### config.mk
export PLATFORM = sky130hd
export DESIGN_NAME = sync_serial_port
export DESIGN_NICKNAME = d
export VERILOG_FILES = /design/src/rtl/ssp_pkg.sv /design/src/rtl/ssp_sync.sv /design/src/rtl/ssp_clkgen.sv /design/src/rtl/ssp_tx.sv /design/src/rtl/ssp_rx.sv /design/src/rtl/sync_serial_port.sv
export SDC_FILE = /design/constraint.sdc
export NUM_CORES = 1
export LEC_CHECK = 0
export BUFFER_PORTS_ARGS = -buffer_cell sky130_fd_sc_hd__buf_2
export CAP_MARGIN = 25
export CELL_PAD_IN_SITES_DETAIL_PLACEMENT = 1
export CELL_PAD_IN_SITES_GLOBAL_PLACEMENT = 1
export CORE_ASPECT_RATIO = 0.5
export CORE_MARGIN = 8
export CORE_UTILIZATION = 45
export CTS_BUF_LIST = sky130_fd_sc_hd__clkbuf_8
export CTS_CLUSTER_SIZE = 10
export DETAILED_ROUTE_END_ITERATION = 10
export GPL_TIMING_DRIVEN = 0
export PLACE_DENSITY_LB_ADDON = 0.1
export SYNTH_ARGS = -nofsm -noshare
export SYNTH_HDL_FRONTEND = slang
export SYNTH_SLANG_ARGS = --single-unit
### constraint.sdc
create_clock -name clk -period 2.57 [get_ports clk]
set_input_delay 0.514 -clock clk [delete_from_list [all_inputs] [get_ports clk]]
set_output_delay 0.514 -clock clk [all_outputs]
set_load 0.01 [all_outputs]
### src/rtl/ssp_pkg.sv
`timescale 1ns/1ps
package ssp_pkg;
  localparam int DATA_W    = 9;
  localparam int STOP_MAX  = 2;
  localparam int FRAME_MAX = 1 + DATA_W + STOP_MAX;
  localparam int CNT_W     = $clog2(FRAME_MAX + 1);

  typedef logic [CNT_W-1:0] cnt_t;

  localparam logic [1:0] ADDR_DATA = 2'd0;
  localparam logic [1:0] ADDR_STAT = 2'd1;
  localparam int STAT_OVR_BIT = 3;

  // data length from format code; 11 falls back to eight bits
  function automatic cnt_t data_len(input logic [1:0] fmt);
    case (fmt)
      2'b00:   data_len = cnt_t'(7);
      2'b10:   data_len = cnt_t'(9);
      default: data_len = cnt_t'(8);
    endcase
  endfunction

  function automatic cnt_t frame_len(input logic [1:0] fmt, input logic two_stop);
    frame_len = cnt_t'(1) + data_len(fmt) + (two_stop ? cnt_t'(2) : cnt_t'(1));
  endfunction

  // bit 0 = start, then data LSB first, remaining positions high
  function automatic logic [FRAME_MAX-1:0] build_frame(input logic [DATA_W-1:0] d,
                                                       input logic [1:0] fmt);
    logic [FRAME_MAX-1:0] f;
    cnt_t n;
    n = data_len(fmt);
    f = '1;
    f[0] = 1'b0;
    for (int i = 0; i < DATA_W; i++) begin
      if (cnt_t'(i) < n) f[i+1] = d[i];
    end
    build_frame = f;
  endfunction
endpackage

### src/rtl/ssp_sync.sv
`timescale 1ns/1ps
module ssp_sync #(
  parameter int   STAGES  = 2,
  parameter logic RST_VAL = 1'b0
) (
  input  logic clk,
  input  logic rst,
  input  logic d,
  output logic q
);
  logic [STAGES-1:0] st;

  for (genvar i = 0; i < STAGES; i++) begin : g_stage
    if (i == 0) begin : g_first
      always_ff @(posedge clk) begin
        if (rst) st[i] <= RST_VAL;
        else     st[i] <= d;
      end
    end else begin : g_next
      always_ff @(posedge clk) begin
        if (rst) st[i] <= RST_VAL;
        else     st[i] <= st[i-1];
      end
    end
  end

  assign q = st[STAGES-1];
endmodule

### src/rtl/ssp_clkgen.sv
`timescale 1ns/1ps
module ssp_clkgen #(
  parameter int DIV_W       = 16,
  parameter int SYNC_STAGES = 2
) (
  input  logic             clk,
  input  logic             rst,
  input  logic             ext_sel,
  input  logic             run,
  input  logic [DIV_W-1:0] div,
  input  logic             clk_in,
  output logic             clk_out,
  output logic             clk_oe,
  output logic             rise_ev,
  output logic             fall_ev
);
  logic [DIV_W-1:0] cnt;
  logic             sclk;
  logic             int_rise, int_fall;
  logic             ext_s, ext_prev, ext_rise, ext_fall;

  // internal divider: toggles every div+1 cycles while running, rests low
  always_ff @(posedge clk) begin
    if (rst) begin
      cnt      <= '0;
      sclk     <= 1'b0;
      int_rise <= 1'b0;
      int_fall <= 1'b0;
    end else begin
      int_rise <= 1'b0;
      int_fall <= 1'b0;
      if (!ext_sel && run) begin
        if (cnt == div) begin
          cnt      <= '0;
          sclk     <= ~sclk;
          int_rise <= ~sclk;
          int_fall <= sclk;
        end else begin
          cnt <= cnt + 1'b1;
        end
      end else begin
        cnt  <= '0;
        sclk <= 1'b0;
      end
    end
  end

  ssp_sync #(.STAGES(SYNC_STAGES), .RST_VAL(1'b0)) u_clk_sync (
    .clk (clk),
    .rst (rst),
    .d   (clk_in),
    .q   (ext_s)
  );

  always_ff @(posedge clk) begin
    if (rst) begin
      ext_prev <= 1'b0;
      ext_rise <= 1'b0;
      ext_fall <= 1'b0;
      clk_oe   <= 1'b1;
    end else begin
      ext_prev <= ext_s;
      ext_rise <= ext_s & ~ext_prev;
      ext_fall <= ~ext_s & ext_prev;
      clk_oe   <= ~ext_sel;
    end
  end

  assign clk_out = sclk;
  assign rise_ev = ext_sel ? ext_rise : int_rise;
  assign fall_ev = ext_sel ? ext_fall : int_fall;
endmodule

### src/rtl/ssp_tx.sv
`timescale 1ns/1ps
module ssp_tx
  import ssp_pkg::*;
(
  input  logic              clk,
  input  logic              rst,
  input  logic              wr_load,
  input  logic [DATA_W-1:0] wr_data,
  input  logic [1:0]        fmt,
  input  logic              two_stop,
  input  logic              rise_ev,
  input  logic              fall_ev,
  output logic              txd,
  output logic              tx_empty,
  output logic              tx_busy
);
  logic [DATA_W-1:0]    hold;
  logic [FRAME_MAX-1:0] shreg;
  cnt_t                 bitcnt;
  cnt_t                 flen;
  logic                 bit_out;

  assign flen = frame_len(fmt, two_stop);

  always_ff @(posedge clk) begin
    if (rst) begin
      hold     <= '0;
      shreg    <= '1;
      bitcnt   <= '0;
      bit_out  <= 1'b0;
      txd      <= 1'b1;
      tx_empty <= 1'b1;
      tx_busy  <= 1'b0;
    end else begin
      if (!tx_busy && !tx_empty) begin
        tx_busy  <= 1'b1;
        shreg    <= build_frame(hold, fmt);
        bitcnt   <= '0;
        bit_out  <= 1'b0;
        tx_empty <= 1'b1;
      end else if (tx_busy && rise_ev) begin
        txd     <= shreg[0];
        shreg   <= {1'b1, shreg[FRAME_MAX-1:1]};
        bit_out <= 1'b1;
      end else if (tx_busy && fall_ev && bit_out) begin
        bit_out <= 1'b0;
        if (bitcnt == flen - cnt_t'(1)) begin
          if (!tx_empty) begin
            shreg    <= build_frame(hold, fmt);
            bitcnt   <= '0;
            tx_empty <= 1'b1;
          end else begin
            tx_busy <= 1'b0;
          end
        end else begin
          bitcnt <= bitcnt + cnt_t'(1);
        end
      end
      // a host write wins over a same-cycle transfer
      if (wr_load) begin
        hold     <= wr_data;
        tx_empty <= 1'b0;
      end
    end
  end
endmodule

### src/rtl/ssp_rx.sv
`timescale 1ns/1ps
module ssp_rx
  import ssp_pkg::*;
#(
  parameter int SYNC_STAGES = 2
) (
  input  logic              clk,
  input  logic              rst,
  input  logic              rxd,
  input  logic              fall_ev,
  input  logic [1:0]        fmt,
  input  logic              two_stop,
  input  logic              pop,
  input  logic              ovr_clr,
  output logic [DATA_W-1:0] rx_buf,
  output logic              rx_full,
  output logic              rx_ovr
);
  logic              rxd_s;
  logic [DATA_W-1:0] data;
  cnt_t              idx;
  cnt_t              flen;
  cnt_t              ndata;
  logic              done;

  ssp_sync #(.STAGES(SYNC_STAGES), .RST_VAL(1'b1)) u_rxd_sync (
    .clk (clk),
    .rst (rst),
    .d   (rxd),
    .q   (rxd_s)
  );

  assign flen  = frame_len(fmt, two_stop);
  assign ndata = data_len(fmt);
  assign done  = fall_ev && (idx == flen - cnt_t'(1));

  always_ff @(posedge clk) begin
    if (rst) begin
      idx  <= '0;
      data <= '0;
    end else if (fall_ev) begin
      idx <= done ? '0 : idx + cnt_t'(1);
      if (idx == '0) begin
        data <= '0;
      end else begin
        for (int i = 0; i < DATA_W; i++) begin
          if (idx == cnt_t'(i + 1) && cnt_t'(i) < ndata) data[i] <= rxd_s;
        end
      end
    end
  end

  always_ff @(posedge clk) begin
    if (rst) begin
      rx_buf  <= '0;
      rx_full <= 1'b0;
      rx_ovr  <= 1'b0;
    end else begin
      if (done) begin
        rx_buf  <= data;
        rx_full <= 1'b1;
      end else if (pop) begin
        rx_full <= 1'b0;
      end
      if (done && rx_full && !pop) rx_ovr <= 1'b1;
      else if (ovr_clr)            rx_ovr <= 1'b0;
    end
  end
endmodule

### src/rtl/sync_serial_port.sv
`timescale 1ns/1ps
module sync_serial_port
  import ssp_pkg::*;
#(
  parameter int DIV_W       = 16,
  parameter int SYNC_STAGES = 2
) (
  input  logic              clk,
  input  logic              rst,
  input  logic              cfg_ext_clk,
  input  logic [1:0]        cfg_fmt,
  input  logic              cfg_two_stop,
  input  logic [DIV_W-1:0]  cfg_div,
  input  logic              host_wr,
  input  logic              host_rd,
  input  logic [1:0]        host_addr,
  input  logic [DATA_W-1:0] host_wdata,
  output logic [DATA_W-1:0] host_rdata,
  output logic              tx_empty,
  output logic              tx_busy,
  output logic              rx_full,
  output logic              rx_overrun,
  output logic              ser_txd,
  input  logic              ser_rxd,
  input  logic              ser_clk_in,
  output logic              ser_clk_out,
  output logic              ser_clk_oe
);
  logic              ev_rise, ev_fall;
  logic [DATA_W-1:0] rx_buf;
  logic              wr_data_sel, rd_data_sel, ovr_clr;

  assign wr_data_sel = host_wr && (host_addr == ADDR_DATA);
  assign rd_data_sel = host_rd && (host_addr == ADDR_DATA);
  assign ovr_clr     = host_wr && (host_addr == ADDR_STAT) && host_wdata[STAT_OVR_BIT];

  ssp_clkgen #(.DIV_W(DIV_W), .SYNC_STAGES(SYNC_STAGES)) u_clkgen (
    .clk     (clk),
    .rst     (rst),
    .ext_sel (cfg_ext_clk),
    .run     (tx_busy),
    .div     (cfg_div),
    .clk_in  (ser_clk_in),
    .clk_out (ser_clk_out),
    .clk_oe  (ser_clk_oe),
    .rise_ev (ev_rise),
    .fall_ev (ev_fall)
  );

  ssp_tx u_tx (
    .clk      (clk),
    .rst      (rst),
    .wr_load  (wr_data_sel),
    .wr_data  (host_wdata),
    .fmt      (cfg_fmt),
    .two_stop (cfg_two_stop),
    .rise_ev  (ev_rise),
    .fall_ev  (ev_fall),
    .txd      (ser_txd),
    .tx_empty (tx_empty),
    .tx_busy  (tx_busy)
  );

  ssp_rx #(.SYNC_STAGES(SYNC_STAGES)) u_rx (
    .clk      (clk),
    .rst      (rst),
    .rxd      (ser_rxd),
    .fall_ev  (ev_fall),
    .fmt      (cfg_fmt),
    .two_stop (cfg_two_stop),
    .pop      (rd_data_sel),
    .ovr_clr  (ovr_clr),
    .rx_buf   (rx_buf),
    .rx_full  (rx_full),
    .rx_ovr   (rx_overrun)
  );

  always_ff @(posedge clk) begin
    if (rst) begin
      host_rdata <= '0;
    end else if (host_rd) begin
      case (host_addr)
        ADDR_DATA: host_rdata <= rx_buf;
        ADDR_STAT: host_rdata <= {{(DATA_W-4){1'b0}}, rx_overrun, rx_full, tx_busy, tx_empty};
        default:   host_rdata <= '0;
      endcase
    end
  end
endmodule

Yosys cells after proc, flatten, opt, wreduce, memory -nomap -nowiden
Cells that the tools add are included.
Widths: inputs -> output; s select.
- bits in registers: 88
- latch bits: 0
- memory bits (writable): 0
- bits in read-only memories: 0
- word-level logic and storage cells: 228
- memories kept: 0
- add/sub/neg operators: 6
- multipliers: 0
- divide/modulo/power cells: 0
- order comparisons: 27
- equal/unequal tests: 19
- shift-type cells: 0
- multiplexer cells: 65
- bitwise logic cells: 10
- reductions and logical operators: 67
- operator list (cell ; number):
    $lt 3x4->1 const A ; 12
    $mux 1 ; 45
    $mux 11 ; 4
    $mux 4 ; 11
    $reduce_bool 2->1 ; 16
    $lt 1x4->1 const A ; 6
    $lt 2x4->1 const A ; 6
    $logic_and 1x1->1 ; 21
    $reduce_and 2->1 ; 10
    $pmux 9 s2 ; 1
    $add 16x1->16 const B ; 1
    $eq 16x16->1 ; 1
    $eq 4x3->1 const B ; 4
    $lt 4x4->1 const A ; 3
    $reduce_and 3->1 ; 4
    $reduce_bool 3->1 ; 4
    $mux 10 ; 1
    $mux 9 ; 1
    $add 4x1->4 const B ; 2
    $eq 4x2->1 const B ; 2
    $eq 4x4->1 ; 2
    $eq 4x4->1 const B ; 2
    $not 1->1 ; 8
    $pmux 4 s2 ; 1
    other kinds (18) ; 26

Logic depth before layout (Yosys ltp)
- depth after elaboration: 18
- depth in mapped cells: 8
- mapped depth without buffers: 7

Cells and area by module
From an unflattened synthesis, not the netlist that was laid out.
- cell total of the unflattened synthesis: 431
- area total of the unflattened synthesis: 4190.3 um^2
- modules (own cells, without submodules) (module ; times used ; cells an instance ; area each (um^2) ; sequential area each (um^2)):
    ssp_tx ; 1 ; 140 ; 1322.5 ; 540.5
    ssp_rx ; 1 ; 134 ; 1238.7 ; 480.5
    ssp_clkgen ; 1 ; 120 ; 1148.6 ; 460.4
    sync_serial_port ; 1 ; 29 ; 375.4 ; 180.2
    ssp_sync ; 2 ; 4 ; 52.6 ; 40.0

Worst setup path after synthesis
Ideal clock, no wire load.
- path kind: input to register
- start point: input port cfg_fmt[0]
- end point: register u_tx.shreg[9]
- library setup time: 122 ps
- arrival: 2141 ps
- data required time: 2448 ps
- path slack: 307 ps
- stages on the path: 7
- cells stage by stage: inv_1 > ha_1 > o211a_1 > or3_4 > a2111oi_4 > a21boi_2 > o32a_1
- cells in the longest elaborated chain, start to end: 15
- RTL lines (what ; line ; RTL):
    start: declaration ; sync_serial_port.sv:11 ; input logic [1:0] cfg_fmt,
    $eq 2x2->1 / $logic_not 2->1 (equally long branches) ; ssp_pkg.sv:16 ; case (fmt)
    $pmux 4 s2 * ; ssp_pkg.sv:16 ;
    branches (longest 13 deep; another with $add 1x4->4) ; n/a ;
    end signal: assignment ; ssp_tx.sv:37 ; shreg <= build_frame(hold, fmt);
    end signal: assignment ; ssp_tx.sv:43 ; shreg <= {1'b1, shreg[FRAME_MAX-1:1]};
    end signal: assignment ; ssp_tx.sv:49 ; shreg <= build_frame(hold, fmt);
    end: declaration ; ssp_tx.sv:18 ; logic [FRAME_MAX-1:0] shreg;
Every way passes the cells marked *. The select of a mux whose other input is x is not followed.
A chain may end at the register's enable or synchronous reset.

Final worst setup path
- start point: register u_clkgen.cnt[8]
- end point: register u_clkgen.cnt[9]
- cells in the longest elaborated chain, start to end: 2
- RTL lines (what ; line ; RTL):
    start: declaration ; ssp_clkgen.sv:17 ; logic [DIV_W-1:0] cnt;
    start signal: assignment ; ssp_clkgen.sv:39 ; cnt <= cnt + 1'b1;
    branches (longest 2 deep; another with $add 16x1->16) ; n/a ;
Parallel ways; which one is timed is not known.

==> run metrics <==
data arrival time of the worst path=roughly 2.6 ns; highest attainable clock frequency=430 MHz; wire length of the first global-routing pass=17000 µm; core area=8680 µm²; via count=3238; maximum level of the CTS H-tree=3; GRT Residual Overflow=0; maximum number of buffers from clock root to sink=2; Cell Area, Synth=4010 µm²; cell taking the most area after synthesis=sky130_fd_sc_hd__dfxtp_1; post-synthesis area per instance=9.08 µm²; half-perimeter wire length after placement=7330 µm; crit path capture=u_clkgen.cnt[9]; maximum number of pins on one net before global-route repair=14; placement row count=24; final setup fails=0; number of antenna cells inserted=0; nets in the synthesized netlist=485; Root Buffer=sky130_fd_sc_hd__clkbuf_8; first element of the critical path=u_clkgen.cnt[8]; share of flip-flops with an asynchronous set or reset=0; number of remaining DRC errors=0; Leak Pwr=1.74 nW; register-to-register setup slack=approximately 0.25 ns; clock tree skew after final layout=0.00820 ns; Finished Cell Area=4630 µm²; proportion of synthesized chip area in sequential cells=0.435; number of sinks handled by clock tree synthesis=87; count of cells resized by post-cts repair=0; final worst setup slack=between 0.2 and 0.25 ns; required time at the worst-slack endpoint=2.82 ns; Critical Path End Type=register; initial DRC count=123; total of max-cap violations=0; total CTS buffers=9; Initial Util=0.462; antenna-violating nets left=0; most numerous cell in the Yosys netlist=sky130_fd_sc_hd__dfxtp_1; pre-CTS setup slack=-0.0938 ns; slew at the pin closest to its max-slew limit=0.790 ns; headroom to the max-slew limit=0.459; post-detailed-route via-to-cell ratio=slightly above 5; Total Die Area=12400 µm²; P&R area growth vs syn=15.7%; power per cell area=573 nW/µm²; Post-CTS Repair Setup Buffers=0; category of the most critical setup path=reg2reg; area share of the leading cell type in the synthesized netlist=0.435; Net count, final=547; placer's final routability congestion estimate=0.743; YS warnings=0; R2R depth=7; final core area utilization=0.534; PortBufs=51; die width=149 µm; number of enable-type register cells in the synthesized netlist=0; Max IR drop VDD=between 0.2 and 0.3 mV; biggest fanout along the worst timing path=10; CP startpoint kind=register; number of global-route vias before repair=between 3000 and 4000; count of unique library cells instantiated by Yosys=50; clock period minus worst slack=2.32 ns; initial antenna violation count=0; Cells after Synth=roughly 440; post-synthesis sequential element count=87; part of the cycle the worst path needs=0.905; Clock Latency Late Sink=~0.36 ns; overall global routing resource usage=0.174; CTS Hold Bufs=0; number of placed I/O pins=53; hold violation count in the final report=0; clock tree from TritonCTS=yes; PnR Total Power=about 2.7 mW; vertical die dimension=roughly 83 µm; worst reg2reg startpoint=u_clkgen.cnt[8]; cell types with the highest counts after synthesis=sky130_fd_sc_hd__dfxtp_1 (87), sky130_fd_sc_hd__nor2_1 (69), sky130_fd_sc_hd__mux2i_1 (34); Max Slew Vio Count=0; cell types with the largest area share after synthesis=sky130_fd_sc_hd__dfxtp_1 (43%), sky130_fd_sc_hd__mux2i_1 (8.5%), sky130_fd_sc_hd__nor2_1 (6.5%), sky130_fd_sc_hd__xnor2_1 (5.2%), sky130_fd_sc_hd__xor2_1 (3.1%); clk slew on worst S/H paths=approximately 0.09 ns; total placed instance area=between 4000 and 5000 µm²; fill cell count=1053; number of iterations in the first detailed-routing pass=4; unrepaired setup endpoints after global routing=no; per-cell routed wire length=around 16 µm; result of the run=finished, final reports clean; main flop type after synthesis=sky130_fd_sc_hd__dfxtp_1; fraction of layout instances using a drive strength above 1=0.174; endpoint of the most critical register-to-register path=u_clkgen.cnt[9]; Final Routed Wirelength=about 10000 µm; min-delay worst type=in2reg
==> state kept, by name (all words and copies together), names as in the netlist, 4 cells and up <==
register	cells
u_tx.bitcnt	4
u_tx.hold	9
u_tx.shreg	10
u_clkgen.cnt	16
u_rx.idx	4
u_rx.data	9
host_rdata	9
u_rx.rx_buf	9
==> how the worst min path moves through the flow <==
stage	startpoint	end	slack [ns]	cells past startpoint
global route	ser_rxd	u_rx.u_rxd_sync.st[0]	0.33	2
floorplan	u_clkgen.ext_prev	u_clkgen.ext_rise	0.38	1
CTS	ser_rxd	u_rx.u_rxd_sync.st[0]	0.32	2
global placement	u_rx.u_rxd_sync.st[0]	u_rx.u_rxd_sync.q	0.39	1
detailed placement	u_rx.u_rxd_sync.st[0]	u_rx.u_rxd_sync.q	0.41	1
finish	ser_rxd	u_rx.u_rxd_sync.st[0]	0.34	2
==> per-stage QoR <==
stage	setup TNS, ns	cells	hold slack [ns]
floorplan	0	441	0.383
global placement	-0.353	609	0.392
detailed placement	-0.887	609	0.407
CTS	0	624	0.324
global route	0	624	0.330
finish	0	624	0.337
==> per-layer routing <==
| metal | GRT usage | wire length [µm] | part of all wire | up-vias |
|---|---|---|---|---|
| met5 | 0 | 0 | 0 | - |
| met4 | 0.0599 | 138 | 0.014 | 0 |
| met3 | 0.0451 | 424 | 0.043 | 11 |
| met2 | 0.300 | 4680 | 0.47 | 55 |
| met1 | 0.210 | 4700 | 0.47 | 1522 |
| li1 | - | - | - | 1650 |
==> area by class of cell <==
class / instances / area [µm²] / area share
buffer: 24 / 109 / 0.0235
clock buffer: 9 / 124 / 0.0267
clock inverter: 6 / 103 / 0.0221
inverter: 10 / 37.5 / 0.00810
multi-input combinational: 320 / 2120 / 0.457
sequential: 87 / 1740 / 0.376
tap: 117 / 146 / 0.0316
timing repair buffer: 51 / 255 / 0.0551
==> power breakdown <==
part	internal (mW)	switching (mW)
Combinational	0.0729	0.0981
Clock	0.632	0.479
Sequential	1.36	0.00878
==> critical path, stage by stage, from the launching register on <==
cell and delay, ns:
sky130_fd_sc_hd__dfxtp_1 0.46, sky130_fd_sc_hd__xnor2_1 0.15, sky130_fd_sc_hd__nand4_1 0.13, sky130_fd_sc_hd__nor4_1 0.60, sky130_fd_sc_hd__or2_2 0.21, sky130_fd_sc_hd__clkbuf_1 0.29
sky130_fd_sc_hd__buf_2 0.29, sky130_fd_sc_hd__nor2_1 0.08
==> placed cells by master (no fill, tap or decap), types with 3 or more instances in the layout <==
cell	n
sky130_fd_sc_hd__dfxtp_1	87
sky130_fd_sc_hd__nor2_1	69
sky130_fd_sc_hd__buf_2	54
sky130_fd_sc_hd__mux2i_1	34
sky130_fd_sc_hd__nand2_1	24
sky130_fd_sc_hd__xnor2_1	24
sky130_fd_sc_hd__nor3_1	19
sky130_fd_sc_hd__a21oi_1	17
sky130_fd_sc_hd__nand3_1	15
sky130_fd_sc_hd__clkbuf_1	14
sky130_fd_sc_hd__xor2_1	14
sky130_fd_sc_hd__inv_1	12
sky130_fd_sc_hd__or3_1	12
sky130_fd_sc_hd__nor2b_1	11
sky130_fd_sc_hd__nand4_1	11
sky130_fd_sc_hd__a211oi_1	9
sky130_fd_sc_hd__clkbuf_8	9
sky130_fd_sc_hd__a211oi_2	7
sky130_fd_sc_hd__ha_1	7
sky130_fd_sc_hd__o21ai_0	5
sky130_fd_sc_hd__buf_1	5
sky130_fd_sc_hd__and4_1	4
sky130_fd_sc_hd__nor3b_1	4
sky130_fd_sc_hd__or2_2	3
sky130_fd_sc_hd__bufinv_16	3
==> logic make-up after synthesis <==
kind of cell / Yosys count / share of synthesized area
multiplexers: 35 / 0.0878
buffers and inverters: 34 / 0.0365
AO/OA/AOI/OAI: 54 / 0.104
AND/OR/NAND/NOR: 186 / 0.232
XOR/XNOR: 38 / 0.0831
adder cells (fa/ha/maj): 7 / 0.0219
flip-flops: 87 / 0.435
Power figures use the tool's default switching activity.
